## src/rtl/ctr_pkg.sv

```systemverilog
package ctr_pkg;
  localparam int BYTES_W = 7;

  typedef enum logic [2:0] {
    ST_IDLE  = 3'd0,
    ST_REQ0  = 3'd1,
    ST_WAIT0 = 3'd2,
    ST_DATA  = 3'd3,
    ST_REQ   = 3'd4,
    ST_RSP   = 3'd5,
    ST_FIN   = 3'd6
  } seq_state_t;
endpackage

```

## src/rtl/ctr_gen.sv

```systemverilog
module ctr_gen #(
  parameter int BLK_W = 128,
  parameter int IV_W  = 96,
  parameter int CTR_W = 32
) (
  input  logic             clk,
  input  logic             rst,
  input  logic             load,
  input  logic [IV_W-1:0]  iv,
  input  logic             inc,
  output logic [BLK_W-1:0] ctr
);
  localparam int PAD_W = BLK_W - IV_W;
  localparam int HI_W  = BLK_W - CTR_W;

  logic [CTR_W-1:0] low_next;

  assign low_next = ctr[CTR_W-1:0] + CTR_W'(1);

  always_ff @(posedge clk) begin
    if (rst) begin
      ctr <= '0;
    end else if (load) begin
      ctr <= {iv, {(PAD_W-1){1'b0}}, 1'b1};
    end else if (inc) begin
      ctr <= {ctr[BLK_W-1 -: HI_W], low_next};
    end
  end
endmodule

```

## src/rtl/ks_mask.sv

```systemverilog
module ks_mask #(
  parameter int BLK_W   = 128,
  parameter int BYTES_W = 7
) (
  input  logic [BLK_W-1:0]   data,
  input  logic [BLK_W-1:0]   ks,
  input  logic               last,
  input  logic [BYTES_W-1:0] bytes,
  output logic [BLK_W-1:0]   result
);
  localparam int NB = BLK_W / 8;

  logic [BLK_W-1:0] keep;
  int               drop_bits;

  always_comb begin
    drop_bits = 0;
    if (last && bytes != '0 && int'(bytes) < NB) begin
      drop_bits = (NB - int'(bytes)) * 8;
    end
    keep   = {BLK_W{1'b1}} << drop_bits;
    result = (data ^ ks) & keep;
  end
endmodule

```

## src/rtl/tag_unit.sv

```systemverilog
module tag_unit #(
  parameter int BLK_W = 128,
  parameter int TAG_W = 128
) (
  input  logic             clk,
  input  logic             rst,
  input  logic             fire,
  input  logic             dec,
  input  logic [BLK_W-1:0] hash,
  input  logic [BLK_W-1:0] ek0,
  input  logic [TAG_W-1:0] ref_tag,
  output logic             tag_valid,
  output logic [TAG_W-1:0] tag_out,
  output logic             pass,
  output logic             fail
);
  logic [BLK_W-1:0] full_tag;
  logic [TAG_W-1:0] short_tag;

  assign full_tag  = hash ^ ek0;
  assign short_tag = full_tag[BLK_W-1 -: TAG_W];

  always_ff @(posedge clk) begin
    if (rst) begin
      tag_valid <= 1'b0;
      tag_out   <= '0;
      pass      <= 1'b0;
      fail      <= 1'b0;
    end else begin
      tag_valid <= fire;
      pass      <= fire && dec && (short_tag == ref_tag);
      fail      <= fire && dec && (short_tag != ref_tag);
      if (fire) tag_out <= short_tag;
    end
  end
endmodule

```

## src/rtl/ctr_tag_unit.sv

```systemverilog
module ctr_tag_unit
  import ctr_pkg::*;
#(
  parameter int BLK_W = 128,
  parameter int IV_W  = 96,
  parameter int CTR_W = 32,
  parameter int TAG_W = 128
) (
  input  logic               clk,
  input  logic               rst,
  input  logic               start,
  input  logic               decrypt,
  input  logic [IV_W-1:0]    iv,
  input  logic               din_valid,
  output logic               din_ready,
  input  logic [BLK_W-1:0]   din_data,
  input  logic               din_last,
  input  logic [BYTES_W-1:0] din_bytes,
  output logic               dout_valid,
  output logic [BLK_W-1:0]   dout_data,
  output logic               dout_last,
  output logic [BYTES_W-1:0] dout_bytes,
  output logic               req_valid,
  input  logic               req_ready,
  output logic [BLK_W-1:0]   req_block,
  input  logic               rsp_valid,
  input  logic [BLK_W-1:0]   rsp_block,
  input  logic               hash_valid,
  input  logic [BLK_W-1:0]   hash_in,
  input  logic [TAG_W-1:0]   tag_ref,
  output logic               tag_valid,
  output logic [TAG_W-1:0]   tag_out,
  output logic               auth_pass,
  output logic               auth_fail
);
  seq_state_t         state;
  logic               dec_q;
  logic [BLK_W-1:0]   ek0_q;
  logic [BLK_W-1:0]   data_q;
  logic               last_q;
  logic [BYTES_W-1:0] bytes_q;
  logic [BLK_W-1:0]   masked;

  logic load_ctr, inc_ctr, take_din, tag_fire;

  assign load_ctr  = (state == ST_IDLE) && start;
  assign take_din  = (state == ST_DATA) && din_valid;
  assign inc_ctr   = take_din;
  assign tag_fire  = (state == ST_FIN) && hash_valid;
  assign din_ready = (state == ST_DATA);
  assign req_valid = (state == ST_REQ0) || (state == ST_REQ);

  ctr_gen #(.BLK_W(BLK_W), .IV_W(IV_W), .CTR_W(CTR_W)) u_ctr (
    .clk  (clk),
    .rst  (rst),
    .load (load_ctr),
    .iv   (iv),
    .inc  (inc_ctr),
    .ctr  (req_block)
  );

  ks_mask #(.BLK_W(BLK_W), .BYTES_W(BYTES_W)) u_mask (
    .data   (data_q),
    .ks     (rsp_block),
    .last   (last_q),
    .bytes  (bytes_q),
    .result (masked)
  );

  tag_unit #(.BLK_W(BLK_W), .TAG_W(TAG_W)) u_tag (
    .clk       (clk),
    .rst       (rst),
    .fire      (tag_fire),
    .dec       (dec_q),
    .hash      (hash_in),
    .ek0       (ek0_q),
    .ref_tag   (tag_ref),
    .tag_valid (tag_valid),
    .tag_out   (tag_out),
    .pass      (auth_pass),
    .fail      (auth_fail)
  );

  always_ff @(posedge clk) begin
    if (rst) begin
      state <= ST_IDLE;
      dec_q <= 1'b0;
    end else begin
      unique case (state)
        ST_IDLE: if (start) begin
          state <= ST_REQ0;
          dec_q <= decrypt;
        end
        ST_REQ0:  if (req_ready) state <= ST_WAIT0;
        ST_WAIT0: if (rsp_valid) state <= ST_DATA;
        ST_DATA:  if (din_valid) state <= ST_REQ;
        ST_REQ:   if (req_ready) state <= ST_RSP;
        ST_RSP:   if (rsp_valid) state <= last_q ? ST_FIN : ST_DATA;
        ST_FIN:   if (hash_valid) state <= ST_IDLE;
        default:  state <= ST_IDLE;
      endcase
    end
  end

  always_ff @(posedge clk) begin
    if (rst) begin
      ek0_q   <= '0;
      data_q  <= '0;
      last_q  <= 1'b0;
      bytes_q <= '0;
    end else begin
      if (state == ST_WAIT0 && rsp_valid) ek0_q <= rsp_block;
      if (take_din) begin
        data_q  <= din_data;
        last_q  <= din_last;
        bytes_q <= din_bytes;
      end
    end
  end

  always_ff @(posedge clk) begin
    if (rst) begin
      dout_valid <= 1'b0;
      dout_data  <= '0;
      dout_last  <= 1'b0;
      dout_bytes <= '0;
    end else begin
      dout_valid <= (state == ST_RSP) && rsp_valid;
      if (state == ST_RSP && rsp_valid) begin
        dout_data  <= masked;
        dout_last  <= last_q;
        dout_bytes <= bytes_q;
      end
    end
  end
endmodule

```

## config.mk

```make
export PLATFORM = sky130hd
export DESIGN_NAME = ctr_tag_unit
export DESIGN_NICKNAME = d
export VERILOG_FILES = /design/src/rtl/ctr_pkg.sv /design/src/rtl/ctr_gen.sv /design/src/rtl/ks_mask.sv /design/src/rtl/tag_unit.sv /design/src/rtl/ctr_tag_unit.sv
export SDC_FILE = /design/constraint.sdc
export NUM_CORES = 1
export LEC_CHECK = 0
export BUFFER_PORTS_ARGS = -buffer_cell sky130_fd_sc_hd__buf_2
export CORE_AREA = 3 3 392 394
export CTS_BUF_LIST = sky130_fd_sc_hd__clkbuf_8 sky130_fd_sc_hd__clkbuf_16
export DETAILED_ROUTE_END_ITERATION = 12
export DIE_AREA = 0 0 395 397
export PLACE_DENSITY_LB_ADDON = 0.2
export SYNTH_ARGS = -nofsm -noshare
export SYNTH_HDL_FRONTEND = slang
export SYNTH_HIERARCHICAL = 1
export SYNTH_SLANG_ARGS = --single-unit
export TNS_END_PERCENT = 20
```

## constraint.sdc

```tcl
create_clock -name clk -period 2.9 [get_ports clk]
set_input_delay 0.58 -clock clk [delete_from_list [all_inputs] [get_ports clk]]
set_output_delay 0.58 -clock clk [all_outputs]
set_load 0.005 [all_outputs]
```

# == Yosys cells after proc, flatten, opt, wreduce, memory -nomap -nowiden ==
# Index checks and enable logic that the tools add are counted.
# op_classes
addsub,2
mul,0
div,0
order_cmp,1
eq_ne,15
n_shift,1
n_mux,12
n_bitwise,3
n_reduce_logical,17
# ops
operator,n
$xor 128x128->128,2
$and 128x128->128,1
$eq 128x128->1,1
$mux 128,1
$ne 128x128->1,1
$shl 128x32->128 const A,1
$mux 32,2
$add 32x1->32 const B,1
$mux 3,8
$pmux 3 s7,1
$ne 2x2->1 const B,7
$logic_and 1x1->1,10
$eq 3x3->1 const B,3
$sub 5x7->8 const A,1
$lt 7x5->1 const B,1
$reduce_and 7->1,1
$reduce_bool 7->1,1
$eq 3x2->1 const B,2
$eq 3x1->1 const B,1
$logic_not 3->1,1
$reduce_and 2->1,1
$reduce_bool 2->1,1
$reduce_or 2->1,1
$logic_or 1x1->1,1
# word_totals
regBits,664
latchBits,0
ramBits,0
romBits,0
out_inout_bits,398
word_cells,68
memories,0

# == Depth between registers and ports, before layout ==
# depth
ltp_word,6
mapped_depth,12
mapped_depth_nobuf,8

# == Modules after synthesis ==
# The synthesis kept the hierarchy.
# by_module_without_submodules
module,instances,cells_each,area_each_um2
ctr_tag_unit,1,1780,14253.7
tag_unit,1,732,8538.2
ctr_gen,1,496,4884.7
ks_mask,1,314,2069.5

# == Least setup slack after synthesis ==
# OpenSTA, ideal clock, no wires.
# synth_path
path_kind,flip-flop to flip-flop
start,register state[1]
end,register u_ctr.ctr[19]
setup_time_ps,70
arrival_time_ps,2611
slack_ps,219
stages_incl_launch_ff,13
cell_sequence,dfxtp_1 buf_6 and3b_4 nand2_2 inv_2 buf_6 buf_4 buf_2 nand3_2 or4_4 buf_6 or4_1 a21oi_1
# synth_via
elab_cells_between_ends,5
# synth_lines
item,line,source
from (decl),ctr_tag_unit.sv:36,seq_state_t state;
from (signal assigned),ctr_tag_unit.sv:98,ST_RSP: if (rsp_valid) state <= last_q ? ST_FIN : ST_DATA;
$eq 3x2->1,n/a,
via din_ready,ctr_tag_unit.sv:15,"output logic din_ready,"
$logic_and 1x1->1,ctr_tag_unit.sv:47,assign take_din = (state == ST_DATA) && din_valid;
via inc_ctr,ctr_tag_unit.sv:44,"logic load_ctr, inc_ctr, take_din, tag_fire;"
to (signal assigned),ctr_gen.sv:24,"ctr <= {iv, {(PAD_W-1){1'b0}}, 1'b1};"
to (signal assigned),ctr_gen.sv:26,"ctr <= {ctr[BLK_W-1 -: HI_W], low_next};"
to (decl),ctr_gen.sv:11,output logic [BLK_W-1:0] ctr
# The timed path passes the listed nets, and every way through them passes these cells.
# A chain may end at the register's enable or synchronous reset.

# == Worst setup path after layout ==
# layout_path
start,register ek0_q[24]
end,register u_tag.fail
# layout_via
elab_chain_len,3
# layout_lines
item,line,source
from (decl),ctr_tag_unit.sv:38,logic [BLK_W-1:0] ek0_q;
from (signal assigned),ctr_tag_unit.sv:112,if (state == ST_WAIT0 && rsp_valid) ek0_q <= rsp_block;
$xor 128x128->128,tag_unit.sv:20,assign full_tag = hash ^ ek0;
$ne 128x128->1,tag_unit.sv:32,fail <= fire && dec && (short_tag != ref_tag);
$logic_and 1x1->1,tag_unit.sv:32,
to (signal assigned),tag_unit.sv:32,
to (decl),tag_unit.sv:15,output logic fail
# Every way passes these cells.

==> impl_metrics.py <==
metrics = {
    "status": {
        "status": "complete, no violations",
    },
    "clock_network": {
        "cts_buffer_depth": 3,
        "cts_setup_buffers": 0,
        "clockRootBuffer": "clkbuf_16",
        "clock-sinks": 664,
        "clk_pin_slew_worst_paths_ns": 0.06,
        "clk-insertion-delay-late_ns": 0.69,
        "holdBufCountCts": 0,
        "cts_resized": 0,
        "cts_buffers": 85,
        "htreeDepth": 3,
        "cts_tree": "done",
    },
    "floorplanning": {
        "die_w_um": 395,
        "start_util": 0.198,
        "io_pins": 1022,
        "coreArea_um2": 150000,
        "die_area_um2": 157000,
        "die_height_um": 397,
        "rows": 142,
    },
    "setup_path": {
        "rrSetupSlack_ns": 0.09,
        "arrival_ns": 3.38,
        "crit_type": "reg2reg",
        "reg2reg_depth": 6,
        "required_ns": 3.48,
        "cp_max_fo": 3,
        "critPathCaptureType": "flip-flop",
        "cp-start-kind": "flip-flop",
    },
    "global_routing": {
        "grt_pass1_vias": 26612,
        "grt_first_pass_wirelength_um": 216000,
        "grt_max_degree": 135,
        "grt_overflow": 0,
        "grtUsageTotal": 0.196,
        "antenna_found_initial": 90,
    },
    "synthesis": {
        "avgSynthCellArea_um2": 8.95,
        "synthCells": 3322,
        "synthTopCellsByCount": "nand2_1, dfxtp_1, a21oi_1",
        "synth_area_um2": 29700,
        "async_flop_share": 0,
        "ys_types": 69,
        "synth-seq-area-share": 0.447,
        "ys.flop_type": "dfxtp_1",
        "yosysTopAreaCell": "dfxtp_1",
        "synth_enable_flop_cells": 0,
        "synth_most_common_cell": "nand2_1",
        "ys_warn_count": 6,
        "synth_top_area_share": 0.447,
        "synth_nets": 3948,
        "ys_ff_latch": 664,
        "netlist_top_cells_area": "dfxtp_1, nand2_1, xnor3_1, xnor2_1, a21oi_1",
    },
    "final_layout": {
        "final_util": 0.269,
        "layout-drive-gt1-share": 0.297,
        "syn2layout_area_growth_pct": 35.7,
        "nNetsFinal": 4946,
        "num-fill-cells": 16535,
    },
    "worst_hold_path": {
        "whs_path_depth": 3,
        "hold_path_class": "in2reg",
    },
    "timing": {
        "fin_tns_setup_ns": 0,
        "finalMaxSlewViolations": 0,
        "fin_crit_ns": 2.81,
        "skew_ns": 0.0459,
        "finalCritPeriodShare": 0.968,
        "tightestPinTransition_ns": 0.738,
        "slew_headroom": 0.508,
        "rsz0062_at_grt": "false",
        "max_clock_freq_mhz": 356,
        "setup_viol": 0,
        "finalHoldViolCount": 0,
    },
    "detailed_routing": {
        "drc": 0,
        "drt_first_pass_iters": 6,
        "num_vias": 27734,
        "drt-total-wl_um": 161000,
        "drtIter0Drc": 1856,
        "avgRoutedWirePerCell_um": 25.0,
        "ant_nets": 0,
        "viasPerCell": 4.31,
    },
    "power": {
        "cellPowerDensity_nw_per_um2": 622,
        "power.leakage_nw": 16.8,
        "ir_worst_vdd_mv": 0.371,
    },
    "placed_design": {
        "gp_congestion": 0.913,
        "io_buffers": 1021,
        "post-dp-hpwl_um": 128000,
    },
    "run": {
        "drv_cap": 0,
    },
}
-- state kept, by name (all words and copies together) (netlist names), 3 cells and up --
| register | count |
|---|---|
| data_q | 128 |
| dout_bytes | 7 |
| bytes_q | 7 |
| dout_data | 128 |
| ek0_q | 128 |
| u_tag/tag_out | 128 |
| state | 3 |
| u_ctr/ctr | 128 |
-- metrics by stage --
stage	instance area [um^2]	hold slack (ns)	std cells	setup slack (ns)	power, mW
3_5_place_dp	37400	0.443	6249	-0.104	14.3
3_3_place_gp	37400	0.438	6248	-0.867	14.2
2_1_floorplan	29700	0.436	3322	0.219	12.2
5_1_grt	40300	0.0689	6412	0.0345	26.2
6_report	40400	0.122	6434	0.0924	25.1
4_1_cts	40300	0.0257	6397	0.146	25.5
-- path summary, 6_finish.rpt --
path,startpoint,to
worst min-delay path,din_data[55],data_q[55]
worst max register to register,ek0_q[24],u_tag/fail
worst max-delay path,ek0_q[24],u_tag/fail
worst min register to register,dout_data[114],dout_data[114]
-- cell usage in the layout (no fill, tap or decap), types with 9 or more instances in the layout --
master	n
a211oi_1	128
a21oi_1	420
buf_12	25
buf_2	1021
buf_4	81
clkbuf_16	85
clkbuf_8	16
clkinv_2	10
dfxtp_1	664
diode_2	37
inv_1	29
mux2i_1	103
nand2_1	821
nand3_1	10
nand4_1	44
nor2_1	373
nor4_1	16
o21ai_0	9
o31ai_1	10
or4_1	9
xnor2_1	256
xnor3_1	128
xor2_1	13
-- power breakdown --
part	internal, mW	switching (mW)
registers	9.54	0.307
clock network	6.50	4.59
logic	1.84	2.34
-- final cells by class --
| class | instances | area [um^2] | share of cell area |
|---|---|---|---|
| clock inverter | 47 | 544 | 0.0135 |
| antenna | 37 | 92.6 | 0.00229 |
| timing repair buffer | 1128 | 6230 | 0.154 |
| multi-input combinational | 2429 | 15300 | 0.379 |
| clock buffer | 101 | 2350 | 0.0581 |
| sequential | 664 | 13300 | 0.329 |
| inverter | 12 | 50.0 | 0.00124 |
| tap | 2016 | 2520 | 0.0625 |
-- worst max-delay path: stages, from the launching register on --
cell	delay [ns]
dfxtp_1	0.33
xnor3_1	0.73
nand4_1	0.51
nor4_1	0.48
buf_2	0.28
nand4_1	0.12
o21ba_1	0.22
-- layer usage --
metal | up-vias | routed length, um | track usage | part of all wire
li1 | 13142 | - | - | -
met1 | 13310 | 68500 | 0.249 | 0.43
met2 | 1004 | 75000 | 0.321 | 0.47
met3 | 250 | 12200 | 0.0537 | 0.076
met4 | 28 | 4890 | 0.0614 | 0.030
met5 | - | 176 | 0 | 0.0011
-- kinds of logic (layout without fill, tap and decap cells) --
group / count (synthesis) / after routing / share of synthesized area
other: 0 / 37 / 0
multiplexers: 106 / 106 / 0.0359
AO/OA/AOI/OAI: 597 / 597 / 0.118
adder cells (fa/ha/maj): 2 / 2 / 0.000841
buffers and inverters: 229 / 1288 / 0.0418
AND/OR/NAND/NOR: 1327 / 1327 / 0.181
flip-flops: 664 / 664 / 0.447
XOR/XNOR: 397 / 397 / 0.176
(Power assumes the default switching activity.)
